### config.mk
export PLATFORM = sky130hd
export DESIGN_NAME = sleep_entry_seq
export DESIGN_NICKNAME = d
export VERILOG_FILES = /design/src/rtl/sleep_seq_pkg.sv /design/src/rtl/slp_wake_latch.sv /design/src/rtl/slp_clk_ctrl.sv /design/src/rtl/slp_settle_timer.sv /design/src/rtl/slp_aon_ctrl.sv /design/src/rtl/sleep_entry_seq.sv
export SDC_FILE = /design/constraint.sdc
export NUM_CORES = 1
export LEC_CHECK = 0
export CORE_MARGIN = 2
export CORE_UTILIZATION = 47
export CTS_CLUSTER_DIAMETER = 40
export DETAILED_ROUTE_END_ITERATION = 6
export DONT_BUFFER_PORTS = 1
export SLEW_MARGIN = 20
export SYNTH_ARGS = -nofsm -noshare
export SYNTH_HDL_FRONTEND = slang
export SYNTH_SLANG_ARGS = --single-unit
### constraint.sdc
create_clock -name clk -period 2.5 [get_ports clk]
set_input_delay 0.375 -clock clk [delete_from_list [all_inputs] [get_ports clk]]
set_output_delay 0.375 -clock clk [all_outputs]
set_load 0.1 [all_outputs]
### src/rtl/sleep_seq_pkg.sv
// Shared state encodings for the sleep entry sequencer.
// Assumes: both controllers run on the always-on clock.
package sleep_seq_pkg;

    // States of the clock-and-reset controller
    typedef enum logic [2:0] {
        CR_RUN   = 3'd0,   // all domains running
        CR_GATE  = 3'd1,   // selected domains gated, deciding next step
        CR_HOLD  = 3'd2,   // partial idle, waiting for wake
        CR_PLL   = 3'd3,   // DPLL idle requested, waiting acknowledge
        CR_IDLE  = 3'd4,   // chip-idle raised
        CR_PLLUP = 3'd5    // DPLL request dropped, waiting acknowledge low
    } cr_state_t;

    // States of the always-on low-power controller
    typedef enum logic [2:0] {
        AO_ON     = 3'd0,  // input clock running
        AO_CUT    = 3'd1,  // input clock just gated
        AO_SLEEP  = 3'd2,  // sleep state
        AO_SETTLE = 3'd3,  // oscillator / DPLL settle count
        AO_REL    = 3'd4   // release handshake to clock controller
    } ao_state_t;

endpackage

### src/rtl/slp_wake_latch.sv
// Wake detection: qualifies wake sources by their enable mask and
// remembers a wake seen while a sleep sequence is in progress.
// Assumes: seq_busy is high from domain gating until domains restore.
module slp_wake_latch #(
    parameter int NWAKE = 4
) (
    input  logic             clk,
    input  logic             rst_n,
    input  logic [NWAKE-1:0] wake_src,
    input  logic [NWAKE-1:0] wake_en,
    input  logic             seq_busy,
    output logic             wake_any
);
    logic wake_now;
    logic pend_q;

    // Purpose: combine sources with their enable mask
    assign wake_now = |(wake_src & wake_en);

    // Purpose: hold a wake until the sequence returns to running
    always_ff @(posedge clk) begin
        if (!rst_n)
            pend_q <= 1'b0;
        else if (seq_busy)
            pend_q <= pend_q | wake_now;
        else
            pend_q <= 1'b0;
    end

    assign wake_any = wake_now | pend_q;
endmodule

### src/rtl/slp_clk_ctrl.sv
// Clock-and-reset controller: gates domains on standby, idles the DPLL,
// raises chip-idle, and reverses on release from the always-on side.
// Assumes: the DPLL acknowledge follows the request with any latency.
module slp_clk_ctrl
    import sleep_seq_pkg::*;
#(
    parameter int NDOM = 4
) (
    input  logic            clk,
    input  logic            rst_n,
    input  logic            standby_wfi,
    input  logic [NDOM-1:0] dom_idle_en,
    input  logic            dpll_idle_en,
    input  logic            tc_idle_en,
    input  logic            dpll_idle_ack,
    input  logic            wake_any,
    input  logic            aon_release,
    output logic [NDOM-1:0] dom_clk_en,
    output logic            dpll_idle_req,
    output logic            chip_idle,
    output logic            seq_busy
);
    cr_state_t       state_q, state_d;
    logic            full_idle;
    logic [NDOM-1:0] dom_d;
    logic            req_d, idle_d;

    // Purpose: full chip idle is allowed only with every permission set
    assign full_idle = (&dom_idle_en) & dpll_idle_en & tc_idle_en;

    // Purpose: next-state selection for the entry and exit sequence
    always_comb begin
        state_d = state_q;
        unique case (state_q)
            CR_RUN:   if (standby_wfi && !wake_any) state_d = CR_GATE;
            CR_GATE:  if (wake_any)       state_d = CR_RUN;
                      else if (full_idle) state_d = CR_PLL;
                      else                state_d = CR_HOLD;
            CR_HOLD:  if (wake_any)       state_d = CR_RUN;
            CR_PLL:   if (dpll_idle_ack)  state_d = CR_IDLE;
            CR_IDLE:  if (aon_release)    state_d = CR_PLLUP;
            CR_PLLUP: if (!dpll_idle_ack) state_d = CR_RUN;
            default:  state_d = CR_RUN;
        endcase
    end

    // Purpose: output values that belong to the next state
    always_comb begin
        if (state_d == CR_RUN)
            dom_d = '1;
        else if (state_d == CR_GATE || state_d == CR_HOLD)
            dom_d = ~dom_idle_en;
        else
            dom_d = '0;
        req_d  = (state_d == CR_PLL) || (state_d == CR_IDLE);
        idle_d = (state_d == CR_IDLE);
    end

    // Purpose: state and registered outputs
    always_ff @(posedge clk) begin
        if (!rst_n) begin
            state_q       <= CR_RUN;
            dom_clk_en    <= '1;
            dpll_idle_req <= 1'b0;
            chip_idle     <= 1'b0;
        end else begin
            state_q       <= state_d;
            dom_clk_en    <= dom_d;
            dpll_idle_req <= req_d;
            chip_idle     <= idle_d;
        end
    end

    assign seq_busy = (state_q != CR_RUN);
endmodule

### src/rtl/slp_settle_timer.sv
// Down-counter for the oscillator / DPLL settle interval on wake.
// Assumes: load pulses one cycle before the counted interval starts;
// done is high in the last counted cycle (a value of 0 counts as 1).
module slp_settle_timer #(
    parameter int CNT_W = 8
) (
    input  logic             clk,
    input  logic             rst_n,
    input  logic             load,
    input  logic [CNT_W-1:0] value,
    output logic             done
);
    logic [CNT_W-1:0] cnt_q;

    // Purpose: load the settle count and run it down to zero
    always_ff @(posedge clk) begin
        if (!rst_n)
            cnt_q <= '0;
        else if (load)
            cnt_q <= value;
        else if (cnt_q != '0)
            cnt_q <= cnt_q - 1'b1;
    end

    assign done = (cnt_q <= CNT_W'(1));
endmodule

### src/rtl/slp_aon_ctrl.sv
// Always-on low-power controller: answers chip-idle by gating the input
// clock, enters sleep, and on wake restores clock and oscillator, waits
// the settle count if needed, then releases the handshake.
// Assumes: chip_idle stays high until aon_release has been seen.
module slp_aon_ctrl
    import sleep_seq_pkg::*;
#(
    parameter int PCR_W    = 16,
    parameter int LP_BIT   = 0,
    parameter int DEEP_BIT = 4,
    parameter int OSC_BIT  = 9
) (
    input  logic             clk,
    input  logic             rst_n,
    input  logic             chip_idle,
    input  logic             wake_any,
    input  logic [PCR_W-1:0] pwr_ctrl,
    input  logic             tmr_done,
    output logic             in_clk_en,
    output logic             chip_wakeup,
    output logic             osc_en,
    output logic             proc_asleep,
    output logic             aon_release,
    output logic             tmr_load
);
    ao_state_t state_q, state_d;
    logic      osc_off_q;

    // Purpose: next-state selection for the low-power controller
    always_comb begin
        state_d = state_q;
        unique case (state_q)
            AO_ON:     if (chip_idle) begin
                           if (pwr_ctrl[LP_BIT]) state_d = AO_CUT;
                           else if (wake_any)    state_d = AO_REL;
                       end
            AO_CUT:    state_d = AO_SLEEP;
            AO_SLEEP:  if (wake_any) state_d = osc_off_q ? AO_SETTLE : AO_REL;
            AO_SETTLE: if (tmr_done) state_d = AO_REL;
            AO_REL:    state_d = AO_ON;
            default:   state_d = AO_ON;
        endcase
    end

    // Purpose: state register and oscillator-stop decision at sleep entry
    always_ff @(posedge clk) begin
        if (!rst_n) begin
            state_q   <= AO_ON;
            osc_off_q <= 1'b0;
        end else begin
            state_q <= state_d;
            if (state_q == AO_CUT)
                osc_off_q <= pwr_ctrl[DEEP_BIT] & pwr_ctrl[OSC_BIT];
        end
    end

    // Purpose: decode outputs from the registered state
    assign in_clk_en   = !(state_q == AO_CUT || state_q == AO_SLEEP);
    assign chip_wakeup = (state_q == AO_CUT) || (state_q == AO_SLEEP);
    assign proc_asleep = (state_q == AO_SLEEP);
    assign osc_en      = !((state_q == AO_SLEEP) && osc_off_q);
    assign aon_release = (state_q == AO_REL);
    assign tmr_load    = (state_q == AO_SLEEP) && wake_any && osc_off_q;
endmodule

### src/rtl/sleep_entry_seq.sv
// Top of the chip sleep entry sequencer: ties the clock-and-reset
// controller, the always-on controller, wake qualification and the
// settle timer together.
// Assumes: configuration inputs are static while a sequence runs.
module sleep_entry_seq #(
    parameter int NDOM     = 4,
    parameter int NWAKE    = 4,
    parameter int CNT_W    = 8,
    parameter int PCR_W    = 16,
    parameter int LP_BIT   = 0,
    parameter int DEEP_BIT = 4,
    parameter int OSC_BIT  = 9
) (
    input  logic             clk,
    input  logic             rst_n,
    input  logic             standby_wfi,
    input  logic [NDOM-1:0]  dom_idle_en,
    input  logic             dpll_idle_en,
    input  logic             tc_idle_en,
    input  logic [PCR_W-1:0] pwr_ctrl,
    input  logic [NWAKE-1:0] wake_src,
    input  logic [NWAKE-1:0] wake_en,
    input  logic [CNT_W-1:0] settle_cnt,
    input  logic             dpll_idle_ack,
    output logic [NDOM-1:0]  dom_clk_en,
    output logic             dpll_idle_req,
    output logic             chip_idle,
    output logic             chip_wakeup,
    output logic             in_clk_en,
    output logic             osc_en,
    output logic             proc_asleep
);
    logic wake_any, seq_busy, aon_release, tmr_load, tmr_done;

    slp_wake_latch #(.NWAKE(NWAKE)) u_wake (
        .clk(clk), .rst_n(rst_n), .wake_src(wake_src), .wake_en(wake_en),
        .seq_busy(seq_busy), .wake_any(wake_any)
    );

    slp_clk_ctrl #(.NDOM(NDOM)) u_crc (
        .clk(clk), .rst_n(rst_n), .standby_wfi(standby_wfi),
        .dom_idle_en(dom_idle_en), .dpll_idle_en(dpll_idle_en),
        .tc_idle_en(tc_idle_en), .dpll_idle_ack(dpll_idle_ack),
        .wake_any(wake_any), .aon_release(aon_release),
        .dom_clk_en(dom_clk_en), .dpll_idle_req(dpll_idle_req),
        .chip_idle(chip_idle), .seq_busy(seq_busy)
    );

    slp_settle_timer #(.CNT_W(CNT_W)) u_tmr (
        .clk(clk), .rst_n(rst_n), .load(tmr_load), .value(settle_cnt),
        .done(tmr_done)
    );

    slp_aon_ctrl #(
        .PCR_W(PCR_W), .LP_BIT(LP_BIT), .DEEP_BIT(DEEP_BIT), .OSC_BIT(OSC_BIT)
    ) u_aon (
        .clk(clk), .rst_n(rst_n), .chip_idle(chip_idle), .wake_any(wake_any),
        .pwr_ctrl(pwr_ctrl), .tmr_done(tmr_done), .in_clk_en(in_clk_en),
        .chip_wakeup(chip_wakeup), .osc_en(osc_en), .proc_asleep(proc_asleep),
        .aon_release(aon_release), .tmr_load(tmr_load)
    );
endmodule

==> flow_summary_export.csv <==
group,metric,value,unit
detailed_routing,routed-wl-met3,161,µm
timing,worst_slew_pin_slew,938,ps
cts,cts_buffers,3,
cts,cts_hold_buffers,0,
detailed_routing,dr.pass1.iters,4,
worst_setup_path,cp.arrival,1640,ps
yosys,ys_top_cells_by_count,"dfxtp_1 (22), nor2_1 (12), a21oi_1 (10), nand2_1 (10), inv_1 (9)",
floorplanning,die_w,55.4,µm
detailed_routing,wire_per_inst,14.3,µm
cts,cts-root-buf,"clkbuf_4",
timing,finalSetupViolCount,0,
global_routing,grt_pass1_vias,1029,
pwr,total_power,1.13,mW
min_path,hp-start,"rst_n",
yosys,yosysWarnings,0,
detailed_routing,drt-met1-wl,1290,µm
cts,cts_max_path_buffers,2,
floorplanning,num_io_pins,52,
worst_setup_path,r2r_cells,6,
cts,cts-htree-levels,1,
cts,cts_setup_buffers,0,
cells_and_area,layout.cells.non_filler,186,
floorplanning,dieArea,3070,µm²
global_routing,track_usage,18.1,%
place,placedCellCount,182,
min_path,hold_depth,1,
timing,rsz0062_at_grt,"no",
worst_setup_path,worstSetupPathType,"reg2out",
detailed_routing,wl,2670,µm
timing,maxSlewViolCount,0,
global_routing,grt_max_degree,13,
cts,worst_skew_pair.late_latency,300,ps
global_routing,grt_remaining_overflow,0,
detailed_routing,ant_nets,0,
pwr,p_leak,0.569,nW
min_path,min_to,"u_crc.dom_clk_en[3]$_SDFF_PP1_",
place,hpwl,2070,µm
yosys,yosysTopAreaCell,"dfxtp_1",
yosys,ys_types,53,
global_routing,grt_pass1_wl,4570,µm
cts,ctsResizeCount,0,
yosys,synthTopCellsByArea,"dfxtp_1 (35%), a21oi_1 (4.0%), nor2_1 (3.6%)",
detailed_routing,top_layer,"met4",
worst_setup_path,cp.required,2120,ps
cts,cts_tree,"done",
outcome,status,"completed",
yosys,synth_fp_nets,189,
worst_setup_path,r2r_setup_slack,550,ps
min_path,hold_path_class,"in2reg",
cells_and_area,drive_gt1_share,21.8,%
yosys,synth_top_area_share,35.4,%
detailed_routing,drcViolationCount,0,
cts,cts_sinks,22,
place,gp_congestion,0.813,
detailed_routing,drt_iter0_markers,19,
timing,skew,0.755,ps
yosys,yosysSeqAreaShare,35.4,%
worst_setup_path,rr_startpoint,"u_tmr.cnt_q[0]$_SDFFE_PN0P_",
cells_and_area,area_delta_synth_final,13.5,%
timing,min_period,2010,ps
yosys,synth_edf_count,0,
worst_setup_path,critPathLaunchType,"flop",
yosys,synthCells,145,
yosys,async_flop_share,0,%
yosys,syn_area_per_cell,8.57,µm²
pwr,power_density,800,nW/µm²
floorplanning,initial_core_util,49.7,%
detailed_routing,vias,1146,
pwr,vdd_drop_max,700,µV
cells_and_area,antenna_cells,0,
yosys,synth_area,1240,µm²
floorplanning,fp.dieH,55.4,µm
detailed_routing,met2_length,1180,µm
flow_run,cap_violations,0,
global_routing,grt_antenna_before_repair,0,
cells_and_area,finalCoreUtilization,56.4,%
place,io_buffers,0,
timing,clock.fmax,497,MHz
worst_setup_path,worstPathMaxFanout,8,
worst_setup_path,cp-end-kind,"output port",
cts,clk_pin_slew,120,ps
timing,relSlewSlack,37.4,%
worst_setup_path,r2r_end,"u_tmr.cnt_q[6]$_SDFFE_PN0P_",
detailed_routing,vias_per_cell,6.16,
timing,final_hold_viol_count,0,
floorplanning,core,2500,µm²
yosys,synth.most_common_cell,"dfxtp_1",
cells_and_area,fin_nets,201,
floorplanning,num_rows,18,
timing,fin_crit_sh,80.5,%
yosys,ys_dominant_reg_cell,"dfxtp_1",
yosys,synth_seq_cells,22,
==> state kept, by name, summed over array words and instances, names as in the netlist <==
register / cells
u_aon.osc_off_q: 1
u_crc.state_q: 3
u_crc.dpll_idle_req: 1
u_crc.chip_idle: 1
u_wake.pend_q: 1
u_crc.dom_clk_en: 4
u_aon.state_q: 3
u_tmr.cnt_q: 8
==> cells by family after synthesis <==
kind of cell,after synthesis,share of synthesized area (%)
multiplexers,4,3.22
flip-flops,22,35.4
XOR/XNOR,2,1.41
AND/OR/NAND/NOR,62,28.5
adder cells (fa/ha/maj),2,2.01
buffers and inverters,12,3.72
AO/OA/AOI/OAI,41,25.7
==> cell usage in the layout, fill, tap and decap left out, types with 2 or more instances in the layout <==
master	n
a211oi_1	2
a21o_2	2
a21oi_1	10
a31o_2	2
and2_2	3
and2b_2	2
buf_4	8
clkbuf_4	3
dfxtp_1	22
ha_1	2
inv_1	7
mux2i_1	4
nand2_1	10
nand2b_1	2
nand3_1	5
nor2_1	12
nor2b_1	3
nor3_1	3
nor4_1	5
o21a_1	2
o21ai_0	5
o221ai_1	4
or4_1	2
==> area by class of cell <==
cell class,count,area (µm²)
fill,235,1090
multi-input combinational,111,769
sequential,22,440
timing repair buffer,9,80.1
inverter,10,46.3
tap,30,37.5
clock buffer,4,36.3
==> how the worst max path moves through the flow <==
| stage | start | end | slack (ps) | cells past startpoint |
|---|---|---|---|---|
| final | u_aon.state_q[2]$_SDFFE_PN0P_ | in_clk_en | 490 | 5 |
| after floorplan | u_aon.state_q[1]$_SDFFE_PN0P_ | in_clk_en | -160 | 5 |
| after global placement | u_tmr.cnt_q[0]$_SDFFE_PN0P_ | u_tmr.cnt_q[6]$_SDFFE_PN0P_ | 610 | 6 |
| after CTS | u_aon.state_q[2]$_SDFFE_PN0P_ | in_clk_en | 500 | 5 |
| after global routing | u_aon.state_q[2]$_SDFFE_PN0P_ | in_clk_en | 390 | 5 |
| after detailed placement | u_tmr.cnt_q[0]$_SDFFE_PN0P_ | u_tmr.cnt_q[6]$_SDFFE_PN0P_ | 580 | 6 |
==> routing by layer <==
metal	vias up	global-route usage [%]
met5	-	0
met4	0	6.97
met3	6	3.04
met2	43	28.7
met1	528	24.4
li1	569	-
==> worst max-delay path: stages, from the launching register on <==
cell	delay (ps)
dfxtp_1	520
nand2b_1	230
nor2_1	70
or2_4	280
clkinvlp_4	80
buf_12	160
==> stage by stage <==
step | setup TNS (ps) | instance area, µm² | hold slack [ps] | setup slack [ps]
finish | 0 | 1410 | 148 | 488
global route | 0 | 1410 | 133 | 386
CTS | 0 | 1410 | 146 | 503
detailed placement | 0 | 1370 | 465 | 581
global placement | 0 | 1370 | 460 | 609
floorplan | -184 | 1270 | 475 | -158
==> where the power goes <==
group	leakage (nW)	internal (mW)	switching, mW	total (mW)
clock network	0.0210	0.0888	0.106	0.194
registers	0.179	0.406	0.0761	0.482
logic	0.369	0.222	0.229	0.451
Power figures use the tool's default switching activity.
